===== src/rtl/wdt_pkg.sv =====
package wdt_pkg;
  localparam int KEY_W    = 5;
  localparam int RATIO_W  = 3;
  localparam int BASE_EXP = 8;
  localparam int CNT_W    = BASE_EXP + (1 << RATIO_W) - 1;

  localparam logic [KEY_W-1:0] KEY_ON  = 5'b01010;
  localparam logic [KEY_W-1:0] KEY_OFF = 5'b10101;
  localparam logic [7:0]       CTRL_INIT = {KEY_ON, 3'b000};

  typedef enum logic [1:0] {KEY_RUN, KEY_STOP, KEY_ILLEGAL} key_kind_e;

  function automatic key_kind_e classify_key(input logic [KEY_W-1:0] k);
    if (k == KEY_ON)       return KEY_RUN;
    else if (k == KEY_OFF) return KEY_STOP;
    else                   return KEY_ILLEGAL;
  endfunction

  // Terminal count for ratio r: 2^(BASE_EXP+r) - 1
  function automatic logic [CNT_W-1:0] last_count(input logic [RATIO_W-1:0] r);
    logic [CNT_W:0] one;
    logic [CNT_W:0] v;
    one = 1;
    v   = (one << (BASE_EXP + int'(r))) - 1'b1;
    return v[CNT_W-1:0];
  endfunction
endpackage


===== src/rtl/wdt_keyctl.sv =====
module wdt_keyctl
  import wdt_pkg::*;
#(
  parameter int SRST_DLY = 4
) (
  input  logic               clk,
  input  logic               rst_n,
  input  logic               wr_ctrl,
  input  logic [7:0]         wr_data,
  input  logic               full_rst_now,
  output logic [KEY_W-1:0]   key,
  output logic [RATIO_W-1:0] ratio,
  output logic               run_en,
  output logic               pending,
  output logic               bad_wr,
  output logic               fire
);
  localparam int DLY_W = $clog2(SRST_DLY + 1);
  localparam logic [DLY_W-1:0] DLY_LOAD = DLY_W'(SRST_DLY);

  logic [DLY_W-1:0] dly_q;

  assign pending = (dly_q != '0);
  assign fire    = (dly_q == DLY_W'(1));
  assign bad_wr  = wr_ctrl && !pending &&
                   (classify_key(wr_data[7:3]) == KEY_ILLEGAL);
  assign run_en  = !pending && (classify_key(key) == KEY_RUN);

  always_ff @(posedge clk or negedge rst_n) begin
    if (!rst_n) begin
      key   <= CTRL_INIT[7:3];
      ratio <= CTRL_INIT[2:0];
      dly_q <= '0;
    end else if (full_rst_now) begin
      key   <= CTRL_INIT[7:3];
      ratio <= CTRL_INIT[2:0];
      dly_q <= '0;
    end else begin
      if (wr_ctrl && !pending) begin
        key   <= wr_data[7:3];
        ratio <= wr_data[2:0];
      end
      if (bad_wr)       dly_q <= DLY_LOAD;
      else if (pending) dly_q <= dly_q - 1'b1;
    end
  end
endmodule


===== src/rtl/wdt_counter.sv =====
module wdt_counter
  import wdt_pkg::*;
(
  input  logic               clk,
  input  logic               rst_n,
  input  logic               run_en,
  input  logic               clr,
  input  logic [RATIO_W-1:0] ratio,
  output logic [CNT_W-1:0]   cnt,
  output logic               ovf
);
  logic [CNT_W-1:0] limit;

  assign limit = last_count(ratio);
  assign ovf   = run_en && !clr && (cnt >= limit);

  always_ff @(posedge clk or negedge rst_n) begin
    if (!rst_n)                   cnt <= '0;
    else if (clr || ovf || !run_en) cnt <= '0;
    else                          cnt <= cnt + 1'b1;
  end
endmodule


===== src/rtl/wdt_flags.sv =====
module wdt_flags (
  input  logic clk,
  input  logic rst_n,
  input  logic wr_flags,
  input  logic wr_bit0,
  input  logic wr_bit2,
  input  logic sw_rst_set,
  input  logic to_set,
  input  logic to_clr,
  output logic swr_flag,
  output logic lvr_flag,
  output logic to_flag
);
  always_ff @(posedge clk or negedge rst_n) begin
    if (!rst_n) begin
      swr_flag <= 1'b0;
      lvr_flag <= 1'b0;
      to_flag  <= 1'b0;
    end else begin
      if (sw_rst_set)                swr_flag <= 1'b1;
      else if (wr_flags && !wr_bit0) swr_flag <= 1'b0;
      if (wr_flags) lvr_flag <= wr_bit2;
      if (to_clr)      to_flag <= 1'b0;
      else if (to_set) to_flag <= 1'b1;
    end
  end
endmodule


===== src/rtl/wdt_keyguard.sv =====
module wdt_keyguard
  import wdt_pkg::*;
#(
  parameter int SRST_DLY = 4
) (
  input  logic       clk,
  input  logic       rst_n,
  input  logic       wr_en,
  input  logic       wr_sel,
  input  logic [7:0] wr_data,
  input  logic       clr_stb,
  input  logic       halt_stb,
  input  logic       low_power,
  output logic       dev_rst,
  output logic       light_rst,
  output logic       to_flag,
  output logic [7:0] rd_ctrl,
  output logic [7:0] rd_flags
);
  logic [KEY_W-1:0]   key;
  logic [RATIO_W-1:0] ratio;
  logic [CNT_W-1:0]   cnt;
  logic run_en, pending, bad_wr, fire;
  logic ovf_evt, full_rst_now, cnt_clr, swr_flag, lvr_flag;

  assign full_rst_now = fire || (ovf_evt && !low_power);
  assign cnt_clr      = clr_stb || halt_stb || bad_wr || fire;

  wdt_keyctl #(.SRST_DLY(SRST_DLY)) u_keyctl (
    .clk(clk), .rst_n(rst_n), .wr_ctrl(wr_en && !wr_sel), .wr_data(wr_data),
    .full_rst_now(full_rst_now), .key(key), .ratio(ratio), .run_en(run_en),
    .pending(pending), .bad_wr(bad_wr), .fire(fire)
  );

  wdt_counter u_counter (
    .clk(clk), .rst_n(rst_n), .run_en(run_en), .clr(cnt_clr),
    .ratio(ratio), .cnt(cnt), .ovf(ovf_evt)
  );

  wdt_flags u_flags (
    .clk(clk), .rst_n(rst_n), .wr_flags(wr_en && wr_sel),
    .wr_bit0(wr_data[0]), .wr_bit2(wr_data[2]), .sw_rst_set(fire),
    .to_set(ovf_evt), .to_clr(clr_stb || halt_stb),
    .swr_flag(swr_flag), .lvr_flag(lvr_flag), .to_flag(to_flag)
  );

  always_ff @(posedge clk or negedge rst_n) begin
    if (!rst_n) begin
      dev_rst   <= 1'b0;
      light_rst <= 1'b0;
    end else begin
      dev_rst   <= full_rst_now;
      light_rst <= ovf_evt && low_power;
    end
  end

  assign rd_ctrl  = {key, ratio};
  assign rd_flags = {5'b0, lvr_flag, 1'b0, swr_flag};
endmodule


===== config.mk =====
export PLATFORM = sky130hd
export DESIGN_NAME = wdt_keyguard
export DESIGN_NICKNAME = d
export VERILOG_FILES = /design/src/rtl/wdt_pkg.sv /design/src/rtl/wdt_keyctl.sv /design/src/rtl/wdt_counter.sv /design/src/rtl/wdt_flags.sv /design/src/rtl/wdt_keyguard.sv
export SDC_FILE = /design/constraint.sdc
export NUM_CORES = 1
export LEC_CHECK = 0
export ABC_AREA = 1
export BUFFER_PORTS_ARGS = -buffer_cell sky130_fd_sc_hd__buf_2
export CORE_MARGIN = 2
export CORE_UTILIZATION = 35
export CTS_CLUSTER_SIZE = 24
export DETAILED_ROUTE_END_ITERATION = 16
export PLACE_DENSITY = 0.55
export SYNTH_ARGS = -nofsm -noshare
export SYNTH_HDL_FRONTEND = slang
export SYNTH_SLANG_ARGS = --single-unit

===== constraint.sdc =====
create_clock -name clk -period 3.6 [get_ports clk]
set_input_delay 0.18 -clock clk [delete_from_list [all_inputs] [get_ports clk]]
set_output_delay 0.18 -clock clk [all_outputs]
set_load 0.05 [all_outputs]

==> results of run 1 <==
## metrics by stage
step                      utilization  instances  area (sq um)
after floorplan                     -        246          2000
after global placement          0.392        335          2150
after detailed placement        0.392        335          2150
after CTS                       0.411        344          2250
after global routing            0.411        344          2250
final                           0.411        344          2250
## per-layer routing
layer,vias up,share of wire
met5,-,0
met4,0,0.014
met3,4,0.035
met2,24,0.46
met1,649,0.49
li1,796,-
## cells in the mapped netlist
cell type / n / area share
sky130_fd_sc_hd__nand3_4: 1 / 0.0089
sky130_fd_sc_hd__a21oi_1: 6 / 0.015
sky130_fd_sc_hd__nand2_2: 2 / 0.0063
sky130_fd_sc_hd__nand3_1: 13 / 0.033
sky130_fd_sc_hd__xnor2_1: 5 / 0.022
sky130_fd_sc_hd__a31oi_1: 1 / 0.0032
sky130_fd_sc_hd__buf_4: 8 / 0.030
sky130_fd_sc_hd__nand4_1: 3 / 0.0095
sky130_fd_sc_hd__nand3_2: 3 / 0.015
sky130_fd_sc_hd__nor2_2: 12 / 0.038
sky130_fd_sc_hd__nor3_2: 2 / 0.010
sky130_fd_sc_hd__dfrtp_1: 29 / 0.37
sky130_fd_sc_hd__nor2_1: 26 / 0.049
sky130_fd_sc_hd__xor2_1: 8 / 0.035
sky130_fd_sc_hd__ha_1: 12 / 0.076
sky130_fd_sc_hd__conb_1: 1 / 0.0019
sky130_fd_sc_hd__nor3b_1: 2 / 0.0076
sky130_fd_sc_hd__nor3b_2: 2 / 0.013
sky130_fd_sc_hd__nand2_1: 41 / 0.078
sky130_fd_sc_hd__o21ai_0: 10 / 0.025
sky130_fd_sc_hd__buf_2: 1 / 0.0025
sky130_fd_sc_hd__o21bai_1: 1 / 0.0038
sky130_fd_sc_hd__inv_2: 2 / 0.0038
sky130_fd_sc_hd__nor2_4: 3 / 0.017
sky130_fd_sc_hd__buf_6: 1 / 0.0057
sky130_fd_sc_hd__nand2_4: 2 / 0.011
sky130_fd_sc_hd__nor3_1: 3 / 0.0076
sky130_fd_sc_hd__inv_1: 38 / 0.072
sky130_fd_sc_hd__mux2_2: 1 / 0.0057
sky130_fd_sc_hd__dfstp_2: 2 / 0.027
## path summary, 6_finish.rpt
kind,from,to,slack (ps),cells past startpoint
max,u_keyctl.ratio[1]$_DFFE_PN0P_,u_counter.cnt[2]$_DFF_PN0_,710,16
min,wr_data[2],u_flags.lvr_flag$_DFFE_PN0P_,150,2
max reg2reg,u_keyctl.ratio[1]$_DFFE_PN0P_,u_counter.cnt[2]$_DFF_PN0_,710,16
min reg2reg,u_counter.cnt[0]$_DFF_PN0_,u_counter.cnt[0]$_DFF_PN0_,470,1
max in group asynchronous,rst_n,u_keyctl.dly_q[2]$_DFFE_PN0P_,2670,2
min in group asynchronous,rst_n,u_counter.cnt[4]$_DFF_PN0_,480,2
## sequential cells by signal (all words and copies together), names as in the netlist
signal / flops
u_counter.cnt: 15
u_keyctl.key: 5
u_keyctl.dly_q: 3
u_keyctl.ratio: 3
dev_rst: 1
light_rst: 1
u_flags.lvr_flag: 1
u_flags.swr_flag: 1
u_flags.to_flag: 1
## worst max-delay path, delay by kind of cell, from the launching register on
kind                       cells  cell delay [ps]
adders and majority gates      2              500
buffers and inverters          3              180
and+or+nand+nor                7             1050
AOI/OAI and AO/OA              3              510
DFF                            1              410
xor gates and xnor gates       1              160
## cell families after synthesis
group	count (synthesis)	synth area share
xor gates and xnor gates	13	0.0575
buffers and inverters	50	0.114
and+or+nand+nor	115	0.304
other	1	0.00189
AOI/OAI and AO/OA	18	0.0474
DFF	31	0.393
adders and majority gates	12	0.0759
muxes	1	0.00569
## where the power goes
part,total [uW],switching (uW),internal (uW)
Sequential,495,61.5,434
Combinational,913,624,289
Clock,279,125,154
Total,1690,811,877
## cell type report
type,count,area [sq um],share of cell area
inverter,40,150,0.0668
sequential,31,778,0.346
tap,72,90.1,0.0401
multi-input combinational,165,993,0.442
clock buffer,7,86.3,0.0384
clock inverter,1,5.00,0.00223
timing repair buffer,28,145,0.0646
## placed cells by master, fill, tap and decap left out, types with 3 or more instances in the layout
master,instances
sky130_fd_sc_hd__xor2_1,8
sky130_fd_sc_hd__nor2_4,3
sky130_fd_sc_hd__nand4_1,3
sky130_fd_sc_hd__dfrtp_1,29
sky130_fd_sc_hd__nand2_1,41
sky130_fd_sc_hd__inv_1,38
sky130_fd_sc_hd__conb_1,6
sky130_fd_sc_hd__buf_2,27
sky130_fd_sc_hd__ha_1,12
sky130_fd_sc_hd__nand3_2,3
sky130_fd_sc_hd__nor3_1,3
sky130_fd_sc_hd__clkbuf_8,6
sky130_fd_sc_hd__nand3_1,13
sky130_fd_sc_hd__a21oi_1,6
sky130_fd_sc_hd__nor2_1,26
sky130_fd_sc_hd__nor2_2,12
sky130_fd_sc_hd__o21ai_0,10
sky130_fd_sc_hd__xnor2_1,5
==> results list, run 1 <==
- In this run the static leakage power is ~0.0011 uW.
* Slowest Stage Delay on Critical Path: between 400 and 500 ps
- The core region is ~0.0055 sq mm.
- DRC violations left: 0
- Critical path data arrival time: a little over 3000 ps
* Buffer cell driving the clock tree root: sky130_fd_sc_hd__clkbuf_8
- The final hold violation count is 0.
- met2 is the most crowded layer.
* Final Worst Setup Slack: 711 ps
- Antenna violations before repair: 0
- Area Overhead vs Synth: 13.6%
- After clock tree synthesis, the repair step resized 0 gates.
- Post-Route WL: 3.59 mm
* Register bit count reported by yosys: 31
- Routability-driven placement finished with a final weighted congestion of ~0.8.
* Core Rows: 27
- The critical path is of the reg -> reg type.
- IR analysis of the VDD net gives a maximum drop of between 0.4 and 0.5 mV.
- 34 I/O pins were placed.
* Worst-case clock skew: between 4 and 5 ps
- Hold slack: about 150 ps
* Inserted Clock Buffers: 5
- Traced cell by cell, the critical path runs through nor2_1 > inv_1 > nor2_1 > inv_1 > ha_1 > o21ai_0 > a21oi_1 > xor2_1 > ha_1 > nand2_1 > inv_1 > nand2_1 > nand2_1 > a21oi_1 > nand3_4 > nor3b_1.
- Final sum of negative setup slack: 0 ps
- Endpoint class of the critical path: flop
- The largest individual stage delay along the critical path comes from the cell sky130_fd_sc_hd__dfrtp_1.
- Setup fix buffers added after clock tree synthesis: 0
- STA puts the critical path data required time at 3790 ps.
- For this run, the post-layout net count is approximately 300.
- Global routing usage on met2: 0.208
* Die W: about 80 um
- After detailed routing, the average wire length per cell comes to 10.4 um.
- Half-perimeter wire length after placement: approximately 2.8 mm
- Of the cells placed in the final design, the portion with a size suffix greater than 1 is 0.243.
- Period minus WS final: approximately 2900 ps
- Kind of start point of the critical path: flop
- Reported max-cap violation count: 0
- In this run the remaining antenna-violating nets after routing total 0.
- For the worst-skew pair, the clock arrives at the later sink with an insertion delay of 280 ps.
* Number of buffers between clock root and the deepest sink: 2
- Setup repair after global routing left no endpoint under its margin.
- At the pin with the least slew margin, the transition time is ~690 ps.
- Before antenna repair, the detailed router went through 4 iterations.
- In this run the number of H-tree levels came out at 2.
* Area enclosed by the die boundary: 0.00627 sq mm
* Clock tree from TritonCTS: built
- Finish-stage setup viols: 0
* Per-instance average area after synthesis: around 8 sq um
- Worst hold path class: in -> reg
- Outcome: finished clean
* Total inserted antenna cells: 0
- Total power for the finished layout comes to ~1700 uW.
- Final worst-path cycle share: 0.803
- From bottom edge to top edge, the die measures a little under 80 um.
- Effective utilization at floorplan: 0.362
* Sinks on Clock Net: 31
* M3 GR Usage: 0.0341
* Worst slew margin relative to its limit: 0.539
- Global route total overflow: 0
- After the first detailed-routing iteration, the DRC count stood at 24.
- Power spread over the standard cell area amounts to roughly 750 mW/mm^2.
- After filler insertion, the fill cell instance count of the layout stands at 596.
* Fmax: around 0.35 GHz
- The number of global-route vias before repair is between 1000 and 1500.
* Clock Pin Slew Worst Setup and Hold Paths: roughly 70 ps
- In this run the tool buffered the top-level ports with 27 buffer cells.
- Timing analysis after detailed placement gives a worst setup slack of about 740 ps.
- The final max-slew violation count is 0.
- Of all nets on the critical path, the largest fanout is 14.
* Yosys synthesis warning count: 0
* Wire length of the first global-routing pass: 6.53 mm
* Global-route track usage on met1: 0.173
- Post-synthesis cell type count: 30
- Via-per-instance ratio: 4.28
- Buffers inserted to repair hold after CTS numbered 1.
- For this run, the total global-route usage over all layers was measured as 0.132.
- Cell area after synthesis: 0.00198 sq mm
* Fraction of the yosys area taken by sequential cells: 0.393
- After technology mapping, the gate count stands at 241.
- Vias after detailed routing: between 1000 and 1500
- Entering global routing, the biggest net connects 32 pins.
(Power assumes the default switching activity.)
==> run 2, diff against run 1 <==
--- a/config.mk
+++ b/config.mk
@@ -5,7 +5,7 @@
 export SDC_FILE = /design/constraint.sdc
 export NUM_CORES = 1
 export LEC_CHECK = 0
-export ABC_AREA = 1
+export ABC_AREA = 0
 export BUFFER_PORTS_ARGS = -buffer_cell sky130_fd_sc_hd__buf_2
 export CORE_MARGIN = 2
 export CORE_UTILIZATION = 35
==> constraint.sdc (replaced) <==
create_clock -name clk -period 2.7 [get_ports clk]
set_input_delay 0.135 -clock clk [delete_from_list [all_inputs] [get_ports clk]]
set_output_delay 0.135 -clock clk [all_outputs]
set_load 0.05 [all_outputs]
==> run 2 against run 1 <==
  * The run now ends with negative setup slack left
  * Highest routed layer unchanged
  * Non-clock buffer count rose by 17
  * Critical endpoint is now u_keyctl.ratio[0]$_DFFE_PN0P_
  * Critical path type unchanged
  * Core utilization rose by 4.3 points
  * Clock power rose by 33%
  * Wire length rose by 4.6%
==> results list, run 2 <==
- The effective utilization at floorplan is 0.362 (about the same).
- Maximum resistive drop on vdd: 0.421 mV (-4.3%)
- The fraction of power spent switching nets was 0.429 (-0.0517).
- The maximum number of pins on one net before global-route repair was 32 (unchanged).
- The number of buffers added by the clock tree synthesis step was 5 (unchanged).
- Global-route track usage on met1: 0.186 (+0.0128)
- Part of the power in combinational logic: 0.551 (+0.010)
* Count of final max-slew check failures: 0 (unchanged)
* Per-instance average area after synthesis: 9.98 sq um (+21%)
- Cell with the most instances after synthesis: sky130_fd_sc_hd__dfrtp_1
- Endpoint class of the critical path: flop
- Skew-Pair Late Insertion Delay: 280 ps (about the same)
- Worst slew margin relative to its limit: 0.435 (-0.103)
- The signal on the critical path passes through or3_4 > ha_4 > nor3_2 > a21o_1 > a21oi_2 > ha_1 > nand4_1 > a2111o_1 > a2111oi_4 > buf_4 > nor3_1.
* Clock tree from TritonCTS: built
* Vias after detailed routing: 1412 (-4.1%)
* Buffers on Ports: 27 (unchanged)
* Leakage power total: 0.00103 uW (-6.1%)
- The longest individual stage delay on the worst path was 430 ps (+20 ps).
* Outcome: finished with violations
* Sinks on Clock Net: 31 (unchanged)
- Power per cell area: 963 mW/mm^2 (+28%)
* Final sum of negative setup slack: -3010 ps (-3010 ps)
- The final standard cell area without fillers came to 0.00230 sq mm (+2.4%).
- The required time at the worst-slack endpoint was 2830 ps (-960 ps).
* Total inserted antenna cells: 0 (unchanged)
* Global routing usage on met2: 0.212 (+0.00391)
- The number of iterations in the first detailed-routing pass is 4 (unchanged).
- The pre-CTS setup slack is -173 ps (-908 ps).
- The top cell types in the final layout, fill and taps aside, are sky130_fd_sc_hd__buf_2, sky130_fd_sc_hd__dfrtp_1, sky130_fd_sc_hd__nor2_1.
- The number of design rule violations left after detail routing was 0 (unchanged).
- The level count of the clock H-tree was 2 (unchanged).
- Antenna violations before repair: 0 (unchanged)
- Layout cell share with drive strength beyond 1: 0.326 (+0.0834)
- The final HPWL from detailed placement is 2.83 mm (+0.38%).
- Sorting the synthesized cells by area gives the leading types as sky130_fd_sc_hd__dfrtp_1, sky130_fd_sc_hd__ha_1, sky130_fd_sc_hd__xor2_1.
- The share of async-settable or async-resettable flops after synthesis was 1.00 (unchanged).
- The count of boundary I/O pins came to 34 (unchanged).
- The largest fanout on the critical path is 6 (-8).
- Compared with the post-synthesis result, the final layout area differs by 25.4%.
* Number of synthesized flops with an enable pin: 0 (unchanged)
- The time the final worst path needs with I/O delays and setup came to 2880 ps (-5.23 ps).
- Total power: 2220 uW (+31%)
* Most common library cell in the layout ignoring fill and taps: sky130_fd_sc_hd__buf_2
- The antenna violation net count after detailed routing was 0 (unchanged).
- The row count is 26 (-3.7%).
- Overall fraction of global-route tracks in use: 0.138 (+0.00543)
- The flip-flop count of the largest register after layout is 15 (unchanged).
* Routing layer with the top usage in global route: met2
- Cell area after synthesis: 0.00184 sq mm (-7.3%)
* Yosys synthesis warning count: 0 (unchanged)
- The global-route wire length before repair was 6.38 mm (-2.2%).
- The number of instances in the synthesized netlist was 184 (-24%).
- By count the netlist is led by sky130_fd_sc_hd__dfrtp_1, sky130_fd_sc_hd__nor2_1, sky130_fd_sc_hd__nand3_1.
- Setup repair after global routing could not meet its margin everywhere.
* Via count of the first global-routing pass: 1360 (-8.9%)
- The remaining global-route overflow came to 0 (unchanged).
* Finish-stage setup viols: 25 (+25)
- Final Hold Vio Count: 0 (unchanged)
- The worst setup path is launched from a flop.
- The last weighted congestion value of the routability-driven placer was 0.750 (-5.5%).
- The final reports fail on negative setup slack.
- The number of unique standard cell types used by synthesis came to 36 (+20%).
* Fmax: 0.347 GHz (+0.18%)
* Placed Area: 0.00213 sq mm (-0.93%)
- Number of buffers between clock root and the deepest sink: 2 (unchanged)
- The setup path with the least slack is of type reg -> reg.
- The global routing met3 resource utilization is 0.0344 (+0.000269).
* Area of the core region: 0.00507 sq mm (-7.3%)
- Worst-case clock skew: 6.19 ps (+1.26 ps)
- Clock Pin Slew Worst Setup and Hold Paths: 60 ps (about the same)
* Iteration-0 DRC Markers: 40 (+67%)
- Finished Core Util: 0.454 (+0.0428)
* Critical path data arrival time: 3010 ps (-70 ps)
- The total net switching power is 950 uW (+17%).
* Via-per-instance ratio: 4.71 (+9.9%)
* Reg power frac: 0.281 (-0.012)
- The relative contribution of the clock network to total power came to 0.167 (about the same).
* Reg2reg start: u_keyctl.ratio[2]$_DFFE_PN0P_
* Routed length per instance: 12.5 um (+20%)
* Reported max-cap violation count: 0 (unchanged)
* Worst-path cell with the longest stage delay: sky130_fd_sc_hd__a2111oi_4
* Final worst-path cycle share: 1.07 (+0.266)
- Crit path from: u_keyctl.ratio[2]$_DFFE_PN0P_
- Post-Route WL: 3.75 mm (+4.6%)
- The portion of the post-synthesis area used by sequential elements was 0.424 (+0.0308).
- Area share of the largest cell type after synthesis: 0.395 (+0.0287)
- Internal Pwr Total: 1270 uW (+44%)
- Largest regs: u_counter.cnt: 15 flops, u_keyctl.key: 5 flops
- The number of synthesized register bits came to 31 (unchanged).
- The width of the die is 76.4 um (-3.5%).
* Origin of the worst min-delay path: wr_data[2]
- Die H: 76.4 um (-3.5%)
- Cell taking the most area after synthesis: sky130_fd_sc_hd__dfrtp_1
- The path class of the tightest hold or removal check is in -> reg.
* Final Worst Setup Slack: -184 ps (-895 ps)
* Net count of the finished layout: 256 (-14%)
* Top FF cell, synth: sky130_fd_sc_hd__dfrtp_1
- Area enclosed by the die boundary: 0.00584 sq mm (-6.9%)
- The root buffer cell chosen for the clock tree is sky130_fd_sc_hd__clkbuf_8.
- Most flops, register: u_counter.cnt
- The slew of the pin with the lowest slew margin is 845 ps (+153 ps).
## run 2: cell types whose count changed in the layout (fill, tap and decap cells not counted), sizes merged, moves of 4 or more
cell,previous run,this run
mux2i,0,8
nand2,45,10
nor3b,4,0
nor2,41,20
inv,40,7
buf,27,44
o21ai,10,3
or3,0,4
nor3,5,10
## run 2: power groups by stage
| stage | Clock [uW] | Combinational (uW) | Sequential (uW) |
|---|---|---|---|
| after global routing | 402 | 1350 | 635 |
| after detailed placement | 0 | 1180 | 632 |
| after global placement | 0 | 1180 | 632 |
| final | 371 | 1220 | 623 |
| after floorplan | 0 | 655 | 847 |
| after CTS | 391 | 1220 | 624 |
## run 2: per-stage QoR
| step | std cells | hold slack, ps |
|---|---|---|
| 2_1_floorplan | 189 | -161 |
| 3_3_place_gp | 288 | 231 |
| 3_5_place_dp | 288 | 232 |
| 4_1_cts | 299 | 102 |
| 5_1_grt | 300 | 114 |
| 6_report | 300 | 108 |
## run 2: kinds of logic (layout without fill, tap and decap cells)
group / count (synthesis) / in the layout / synth area share
buf+inv: 19 / 60 / 0.0607
mux: 11 / 11 / 0.0620
compound gates: 17 / 17 / 0.0811
other cells: 1 / 6 / 0.00204
xor+xnor: 15 / 15 / 0.0716
fa+ha+maj: 12 / 12 / 0.0818
simple gates: 78 / 78 / 0.217
flops: 31 / 31 / 0.424
## run 2: area by class of cell
class / count / area, sq um
clock buffer: 7 / 86.3
inverter: 7 / 26.3
tap: 70 / 87.6
clock inverter: 1 / 5.00
sequential: 31 / 782
timing repair buffer: 45 / 280
fill: 525 / 2770
multi-input combinational: 139 / 1030
## run 2: final timing paths
path                       slack, ps  cells past startpoint                            end
max in group asynchronous       1770                      2  u_keyctl.ratio[0]$_DFFE_PN0P_
max                             -180                     11  u_keyctl.ratio[0]$_DFFE_PN0P_
min reg2reg                      480                      1    u_flags.to_flag$_DFFE_PN0P_
min                              110                      2   u_flags.lvr_flag$_DFFE_PN0P_
min in group asynchronous        430                      2     u_counter.cnt[7]$_DFF_PN0_
max reg2reg                     -180                     11  u_keyctl.ratio[0]$_DFFE_PN0P_
## run 2: worst max-delay path: cells and delay by family (launching register included)
| kind | cells | cell delay (ps) |
|---|---|---|
| AND/OR/NAND/NOR | 4 | 680 |
| flip-flops | 1 | 400 |
| adder cells (fa/ha/maj) | 2 | 490 |
| buffers and inverters | 1 | 210 |
| AO/OA/AOI/OAI | 4 | 960 |
## run 2: routing by layer
layer	wire, um	vias up
met1	1870	663
met2	1690	29
li1	-	715
met4	61	0
met3	132	5
met5	0	-
## run 2: repair_timing
item	CTS	global route
pin swaps	4	1
hold buffers	1	0
hold endpoints to repair	29	0
resized for setup	9	4
setup endpoints to repair	26	28
setup buffers	1	1
cloned	1	0
==> run 3, diff against run 2 <==
--- a/config.mk
+++ b/config.mk
@@ -12,6 +12,7 @@
 export CTS_CLUSTER_SIZE = 24
 export DETAILED_ROUTE_END_ITERATION = 16
 export PLACE_DENSITY = 0.55
+export REMOVE_ABC_BUFFERS = 1
 export SYNTH_ARGS = -nofsm -noshare
 export SYNTH_HDL_FRONTEND = slang
 export SYNTH_SLANG_ARGS = --single-unit
==> run 3 against run 2 <==
  * The flow still finishes with violations (negative setup slack)
  * Via count rose by 0.99%
  * Sequential share of layout area decreased by 2.3 points
  * Sequential power barely moved
  * Die area unchanged
  * Clock skew rose by 3.5 ps
  * Critical path type unchanged
  * Largest cell class unchanged
  * Largest power group unchanged
==> results list, run 3 (synthesis gave the netlist of run 2 again) <==
* Largest regs: u_counter.cnt: 15 flops, u_keyctl.key: 5 flops
- Counting flops per register, the top entry is u_counter.cnt.
* Number of buffers between clock root and the deepest sink: 2 (unchanged)
- The min-delay analysis places its worst path in the category in -> reg.
* Die W: 76.4 um (unchanged)
- Number of levels the H-tree was split into: 2 (unchanged)
- Number of routed nets with antenna violations: 0 (unchanged)
* Overall fraction of global-route tracks in use: 0.143 (+0.00530)
- Skew-Pair Late Insertion Delay: 290 ps (about the same)
- The library cells used most frequently in the layout, excluding fill and tap cells, are sky130_fd_sc_hd__dfrtp_1, sky130_fd_sc_hd__buf_2, sky130_fd_sc_hd__buf_4.
- The number of max-capacitance violations reported is 0 (unchanged).
* Outcome: finished with violations
- The worst setup path is launched from a flop.
- The library cell used most frequently in the layout, excluding fill and tap cells, is sky130_fd_sc_hd__dfrtp_1.
- Die H: 76.4 um (unchanged)
- Clock Pin Slew Worst Setup and Hold Paths: 70 ps (about the same)
- Violated checks: negative setup slack
- Area Overhead vs Synth: 34.0%
- Effective utilization at floorplan: 0.362 (unchanged)
* Finish-stage setup viols: 26 (+4.0%)
- The power consumption came to 2330 uW (+5.1%).
- The arrival time at the worst endpoint is 3110 ps (+100 ps).
- The most critical setup path has its startpoint at u_keyctl.ratio[1]$_DFFE_PN0P_.
* Setup repair after global routing missed its margin: true
* Hold slack: 97.2 ps (-10.6 ps)
* Count of final max-slew check failures: 0 (unchanged)
- Area enclosed by the die boundary: 0.00584 sq mm (unchanged)
- The maximum number of pins on one net before global-route repair came to 32 (unchanged).
- The power per standard cell area is 947 mW/mm^2 (-1.6%).
- Inserted Clock Buffers: 5 (unchanged)
- Core Rows: 26 (unchanged)
* Via count of the first global-routing pass: 1424 (+4.7%)
* Required time reported for the critical path endpoint: 2830 ps (about the same)
- The remaining global-route overflow is 0 (unchanged).
- The final worst-path cycle share is 1.10 (+0.0361).
- Buffers on Ports: 27 (unchanged)
- TritonCTS built the clock tree.
* Post-Route WL: 3.88 mm (+3.3%)
- Vias after detailed routing: 1426 (+0.99%)
- Final Worst Setup Slack: -282 ps (-97.5 ps)
- The count of boundary I/O pins is 34 (unchanged).
* Buffer cell driving the clock tree root: sky130_fd_sc_hd__clkbuf_8
* Critical Path Sink: u_keyctl.key[2]$_DFFE_PN0P_
- The flip-flop count of the largest register after layout is 15 (unchanged).
- Fmax: 0.335 GHz (-3.3%)
- Worst slew margin relative to its limit: 0.465 (+0.0296)
* Via-per-instance ratio: 4.72 (+0.32%)
* Net count of the finished layout: 258 (+0.78%)
- The count of routing violations after the opening detailed-route iteration came to 31 (-23%).
- The count of antenna diodes in the layout was 0 (unchanged).
* Half-perimeter wire length after placement: 2.70 mm (-4.6%)
* Drt pass-1 iters: 4 (unchanged)
- Routed length per instance: 12.8 um (+2.6%)
- The final hold violation count came to 0 (unchanged).
- The layout cell share with drive strength beyond 1 was 0.379 (+0.0532).
- The endpoint identified for the worst register-to-register timing path is u_keyctl.key[2]$_DFFE_PN0P_.
* Actual slew at the worst max-slew pin: 801 ps (-44.4 ps)
- Flop-to-flop setup slack: -280 ps (-100 ps)
- The worst voltage drop across the vdd grid was 0.503 mV (+19%).
- The clock sink count was 31 (unchanged).
- The largest fanout on the critical path is 6 (unchanged).
* R2R cell count: 12 (+1)
- The area inside the core boundary came to 0.00507 sq mm (unchanged).
- The number of design rule violations left after detail routing came to 0 (unchanged).
* Period minus WS final: 2980 ps (+97.5 ps)
- The global-route wire length before repair is 6.71 mm (+5.1%).
- The worst setup skew after layout came to 9.68 ps (+3.49 ps).
- The last weighted congestion value of the routability-driven placer is 0.714 (-4.7%).
* Antenna violations before repair: 0 (unchanged)
* Endpoint class of the critical path: flop
* Leakage power total: 0.00108 uW (+4.6%)
- CP Class: reg -> reg
- In this run the critical register-to-register path is launched from u_keyctl.ratio[1]$_DFFE_PN0P_.
-- run 3: changes by cell type in the layout (fill, tap and decap cells not counted), sizes merged --
cell / delta
clkbuf: -1
buf: +2
bufinv: +1
-- run 3: final cells by class --
cell class,instances,area [sq um]
Sequential cell,31,778
Clock buffer,6,82.6
Tap cell,70,87.6
Multi-Input combinational cell,139,1120
Timing Repair Buffer,47,328
Inverter,7,26.3
Fill cell,495,2620
Clock inverter,2,35.0
-- run 3: worst min-delay path by stage --
stage	cells past startpoint	to	startpoint	slack, ps
3_3_place_gp	1	u_counter.cnt[0]$_DFF_PN0_	rst_n	220
2_1_floorplan	0	dev_rst$_DFF_PN0_	rst_n	-160
5_1_grt	2	u_flags.lvr_flag$_DFFE_PN0P_	wr_data[2]	100
6_report	2	u_flags.lvr_flag$_DFFE_PN0P_	wr_data[2]	100
3_5_place_dp	1	u_counter.cnt[5]$_DFF_PN0_	rst_n	230
4_1_cts	2	u_flags.lvr_flag$_DFFE_PN0P_	wr_data[2]	90
-- run 3: power by group --
part           total [uW]  leakage, uW  switching [uW]  internal (uW)
logic                1240     0.000609             753            485
registers             620     0.000412            55.3            564
clock network         472    0.0000612             174            298
-- run 3: worst max-delay path: stages, from the launching register on --
cell and delay (ps):
sky130_fd_sc_hd__dfrtp_1 380, sky130_fd_sc_hd__or3_4 410, sky130_fd_sc_hd__ha_4 200, sky130_fd_sc_hd__nor3_2 120, sky130_fd_sc_hd__a21o_1 120, sky130_fd_sc_hd__a21oi_2 50
sky130_fd_sc_hd__ha_1 280, sky130_fd_sc_hd__nand4_1 120, sky130_fd_sc_hd__a2111o_1 420, sky130_fd_sc_hd__a2111oi_4 380, sky130_fd_sc_hd__buf_4 210, sky130_fd_sc_hd__buf_4 120
sky130_fd_sc_hd__nor3_1 40
-- run 3: routing by layer --
metal  share of wire  global-route usage  up-vias  wire [um]
met3           0.029              0.0296        5        111
met1            0.48               0.186      670       1850
li1                -                   -      723          -
met2            0.48               0.235       28       1850
met4           0.017              0.0545        0         64
met5               0                   0        -          0
-- run 3: through the flow --
step / cell area (sq um) / setup slack, ps / cells / utilization / setup TNS [ps]
3_5_place_dp: 2110 / -424 / 288 / 0.416 / -6300
4_1_cts: 2420 / -220 / 300 / 0.478 / -3240
5_1_grt: 2460 / -412 / 302 / 0.485 / -7880
6_report: 2460 / -282 / 302 / 0.485 / -3860
3_3_place_gp: 2110 / -368 / 288 / 0.416 / -5030
2_1_floorplan: 1770 / -602 / 177 / - / -12530
-- run 3: what timing repair did --
item                                    in CTS  in global routing
gates resized for setup                     36                  5
endpoints found under the setup margin      28                 28
gates cloned                                 1                  0
pin swaps                                   26                  6
hold endpoints to repair                    29                  0
hold buffers                                 1                  0
setup buffers                                4                  2
